**config.mk**
```make
export PLATFORM = sky130hd
export DESIGN_NAME = rvc_len_gate
export DESIGN_NICKNAME = d
export VERILOG_FILES = /design/src/rtl/rvc_len_gate.sv
export SDC_FILE = /design/constraint.sdc
export NUM_CORES = 1
export LEC_CHECK = 0
export BUFFER_PORTS_ARGS = -buffer_cell sky130_fd_sc_hd__clkbuf_2
export CAP_MARGIN = 20
export CORE_AREA = 4 4 133 135
export DETAILED_ROUTE_END_ITERATION = 10
export DIE_AREA = 0 0 137 139
export GPL_TIMING_DRIVEN = 0
export PLACE_DENSITY_LB_ADDON = 0.12
export SLEW_MARGIN = 20
export SYNTH_ARGS = -nofsm -noshare
export SYNTH_HDL_FRONTEND = slang
export SYNTH_SLANG_ARGS = --single-unit
```
**constraint.sdc**
```tcl
create_clock -name clk -period 3.8 [get_ports clk]
set_input_delay 0.76 -clock clk [delete_from_list [all_inputs] [get_ports clk]]
set_output_delay 0.76 -clock clk [all_outputs]
set_load 0.05 [all_outputs]
```
**src/rtl/rvc_len_gate.sv**
```systemverilog
module rvc_len_gate #(
  parameter int XLEN    = 64,
  parameter int ILEN    = 32,
  parameter int CEN_BIT = 2
) (
  input  logic            clk,
  input  logic            rst,
  input  logic            fetch_vld,
  input  logic [ILEN-1:0] fetch_word,
  input  logic [XLEN-1:0] pc,
  input  logic [XLEN-1:0] isa_cfg,
  input  logic            dec_hit,
  output logic [ILEN-1:0] std_word,
  output logic [ILEN/2-1:0] cmp_half,
  output logic            out_vld,
  output logic            is_cmp,
  output logic            adv,
  output logic [XLEN-1:0] next_pc,
  output logic            trap,
  output logic [XLEN-1:0] trap_val,
  output logic            dec_fail,
  output logic            cnop
);
  localparam int HALF = ILEN / 2;

  logic            short_i;
  logic            c_off;
  logic            trap_d;
  logic            nop_d;
  logic [XLEN-1:0] step;

  assign std_word = fetch_word;
  assign cmp_half = fetch_word[HALF-1:0];

  assign short_i = fetch_word[1:0] != 2'b11;
  assign c_off   = !isa_cfg[CEN_BIT];
  assign trap_d  = short_i && c_off;
  assign nop_d   = fetch_word[1:0] == 2'b01 && fetch_word[15:13] == 3'b000 &&
                   fetch_word[11:7] == 5'b00000;
  assign step    = short_i ? XLEN'(2) : XLEN'(4);

  always_ff @(posedge clk) begin
    if (rst) begin
      out_vld  <= 1'b0;
      is_cmp   <= 1'b0;
      adv      <= 1'b0;
      trap     <= 1'b0;
      dec_fail <= 1'b0;
      cnop     <= 1'b0;
      next_pc  <= '0;
      trap_val <= '0;
    end else begin
      out_vld  <= fetch_vld;
      is_cmp   <= fetch_vld && short_i;
      cnop     <= fetch_vld && nop_d;
      trap     <= fetch_vld && trap_d;
      dec_fail <= fetch_vld && !trap_d && !dec_hit;
      adv      <= fetch_vld && !trap_d && dec_hit;
      if (fetch_vld) begin
        next_pc  <= pc + step;
        trap_val <= XLEN'(fetch_word);
      end
    end
  end
endmodule


```
* Word level (Yosys, flattened, before mapping)
Index checks and enable logic that the tools add are counted.
** Storage, ports and cells
- Output and inout port bits :: 182
- Flip-flop bits (word level) :: 102
- Word-level logic and storage cells :: 26
** Operators by class
- Reduce and logical (&&, ||, !) cells :: 14
- Eq/ne operators :: 2
- Multiplexer cells :: 1
- $add $sub $neg :: 1
** Operators by type and width (number)
- $add 64x3->64 :: 1
- $logic_and 1x1->1 :: 9
- $logic_not 5->1 :: 1
- $logic_not 1->1 :: 3
- $logic_not 3->1 :: 1
- $mux 3 :: 1
- $eq 2x1->1 const B :: 1
- $ne 2x2->1 const B :: 1

* Depth between registers and ports, before layout
- Depth after elaboration :: 5
- Depth in mapped cells :: 11
- Mapped depth without buffers :: 9

* Worst setup path after synthesis
No wires, ideal clock.
- Path kind :: input-to-reg
- Start :: in fetch_word[1]
- End :: reg next_pc[45]
- Library setup time :: 0.091 ns
- Arrival time :: 3.028 ns
- Data required time :: 3.709 ns
- Stages on the path :: 11
- Slack :: 0.682 ns
- Cells stage by stage :: nand2_1 > ha_1 > inv_1 > fa_1 > and2b_1 > and4_1 > buf_2 > nand3_2 > buf_2 > or4_1 > a311oi_1
** On the way
- Word-level cells in the longest chain between the ends :: 3
** Ends and longest elaborated chain
- from (decl) :: RTL line 9 : input logic [ILEN-1:0] fetch_word,
- $ne 2x2->1 :: RTL line 35 : assign short_i = fetch_word[1:0] != 2'b11;
- $mux 3 :: RTL line 40 : assign step = short_i ? XLEN'(2) : XLEN'(4);
- $add 64x3->64 :: RTL line 60 : next_pc <= pc + step;
- to (signal assigned) :: RTL line 60
- to (decl) :: RTL line 18 : output logic [XLEN-1:0] next_pc,
No other way between the ends.
A chain may end at the register's enable or synchronous reset.

* Worst setup path after layout
- Start :: in fetch_word[0]
- End :: reg next_pc[45]
The elaborated chain is that of the path after synthesis.

==> impl_metrics.toml <==
[grt]
grt_first_pass_wirelength_mm = 30.07
grt_max_degree = 20
track_usage = 0.1987
antenna_found_initial = 0
grt.overflow.total = 0
first_global_vias = 5693

[timing]
period_share = 0.8975
setup-tns-final_ns = 0
setup_violations = 0
slew_viol_final = 0
rsz0062_at_grt = "no"
worstMarginPinSlew_ns = 0.8817
final.min_clock_period_ns = 3.410
relSlewSlack = 0.4068
finalHoldViolCount = 0
fin_skew_ns = 0
max_freq_mhz = 293.2

[layout]
drive_above_1_share = 0.3693
diodes = 0
finalCoreUtilization = 0.4624
area_growth_pct = 33.85
fillers = 1733
final_nets = 1134

[clocking]
h-tree-depth = 3
tritoncts = "yes"
cts_sinks = 102
post-cts-setup-buffer-count = 0
cts_buffers = 9
cts.repair.resized = 0
clockRootBuffer = "clkbuf_16"
cts_buffer_depth = 2
clk_pin_slew_ns = 0.07
cts_hold_buf = 0
insertion_delay_ns = 0.36

[floorplan]
dieWidth_um = 137
die_area_um2 = 19040
ioPinCount = 346
core_um2 = 16470
die_h_um = 139
start_util = 0.3454
row_count = 47

[yosys]
netlist_area_um2 = 5688
netlist_top_cells_area = "dfxtp_1 (36%), buf_4 (11%), nor2_1 (7.5%)"
ys_seq_elements = 102
synth_cells = 677
syn_avg_cell_area_um2 = 8.402
synth_top_cell_area_share = 0.3590
ys_warn_count = 0
synth-edff-count = 0
ys_seq_area_frac = 0.3590
synth_top_area_cell = "dfxtp_1"
synth_ff_type = "dfxtp_1"
synthArstFlopShare = 0
synthDistinctLibCells = 51
netlist_top_cells_count = "nor2_1 (114), dfxtp_1 (102), buf_4 (82), mux2i_1 (37), a211oi_1 (34)"
synth.most_common_cell = "nor2_1"

[route]
firstDrtPassIters = 5
drtAntennaViolNets = 0
drt_wl_total_mm = 19.19
vias = 5838
vias_per_cell = 4.898
drt_iter0_drc = 280
drcViolationCount = 0
post_drt_wl_per_cell_um = 16.09

[critical_path]
worst_setup_path_start_kind = "primary input"
worstPathArrival_ns = 3.68
cp_max_fo = 10
end_kind = "flop"
criticalPathCategory = "in2reg"
critical_path_required_ns = 4.07

[power]
p_leak_nw = 3.538
power_density_nw_per_um2 = 393.0
vdd_ir_drop_max_uv = 223.9

[hold_path]
min_path_type = "reg2reg"

[placement]
place.gp.congestion = 0.7864
portBuffers = 248
dpl.hpwl_mm = 15.46

[run_status]
status = "finished clean"

[run]
maxCapViolations = 0
[worst paths after layout]
| path | slack, ns | cells past startpoint | to | startpoint |
|---|---|---|---|---|
| setup / recovery | 0.39 | 12 | next_pc[45] | fetch_word[0] |
| hold / removal | 0.48 | 2 | next_pc[45] | next_pc[45] |
| setup reg to reg | 2.69 | 4 | next_pc[61] | next_pc[61] |
| hold reg to reg | 0.48 | 2 | next_pc[45] | next_pc[45] |
[critical path: stages]
cell and delay [ns]:
clkbuf_2 0.14, nand2_1 0.15, ha_1 0.22, inv_1 0.06, fa_1 0.42, and2b_1 0.35
and4_1 0.21, buf_2 0.24, nand3_2 0.15, buf_2 0.24, or4_1 0.48, a311oi_1 0.26
[where the power goes]
group / switching [mW] / internal, mW / total (mW)
Sequential: 0.0367 / 1.14 / 1.18
Clock: 0.466 / 0.460 / 0.926
Combinational: 0.652 / 0.238 / 0.891
[flip-flops by register name, summed over array words and instances (netlist names)]
name	cells
adv	1
is_cmp	1
trap_val	32
cnop	1
trap	1
out_vld	1
dec_fail	1
next_pc	64
[cell type report]
cell class	count	area (µm²)	area share
plain buffers	117	749.5	0.09844
clock buffers	9	225.2	0.02958
clock inverters	7	67.56	0.008874
inverters	14	52.55	0.006902
multi-input cells	475	2960	0.3888
flip-flops and latches	102	2042	0.2682
well taps	220	275.3	0.03615
repair buffers	248	1241	0.1630
[kinds of logic (layout without fill, tap and decap cells)]
logic type | count (synthesis) | after routing | synth area share
simple gates | 291 | 291 | 0.2719
buf+inv | 131 | 395 | 0.1410
other cells | 1 | 32 | 0.0006593
fa+ha+maj | 3 | 3 | 0.007918
xor+xnor | 30 | 30 | 0.04619
mux | 37 | 37 | 0.06511
compound gates | 82 | 82 | 0.1082
flops | 102 | 102 | 0.3590
[through the flow]
| step | power (mW) | hold slack, ns | instances | cell area [µm²] | setup WS (ns) |
|---|---|---|---|---|---|
| after CTS | 3.027 | 0.4901 | 1192 | 7614 | 0.3664 |
| after global placement | 2.094 | 0.4717 | 1176 | 7321 | 0.01779 |
| after floorplan | 1.845 | 0.6927 | 708 | 5804 | 0.6815 |
| after detailed placement | 2.096 | 0.4796 | 1176 | 7321 | -0.003899 |
| after global routing | 3.129 | 0.5073 | 1192 | 7614 | 0.2241 |
| final | 2.992 | 0.4836 | 1192 | 7614 | 0.3896 |
[layer usage]
metal | global-route usage | vias to the layer above | wire, µm
met5 | 0 | - | 0
met4 | 0.07563 | 0 | 498
met3 | 0.03774 | 27 | 1270
met2 | 0.3282 | 211 | 9114
met1 | 0.2549 | 2672 | 8302
li1 | - | 2928 | -
[cells in the final DEF (no fill, tap or decap), types with 18 or more instances in the layout]
cell,synthesis,routed
a211oi_1,34,34
a311oi_1,18,18
buf_4,82,82
clkbuf_1,27,27
clkbuf_2,0,248
conb_1,1,32
dfxtp_1,102,102
mux2i_1,37,37
nand2_1,28,28
nand3_1,27,27
nand4_1,31,31
nor2_1,114,114
xor2_1,26,26
No activity file was read; power rests on OpenSTA's default activity.
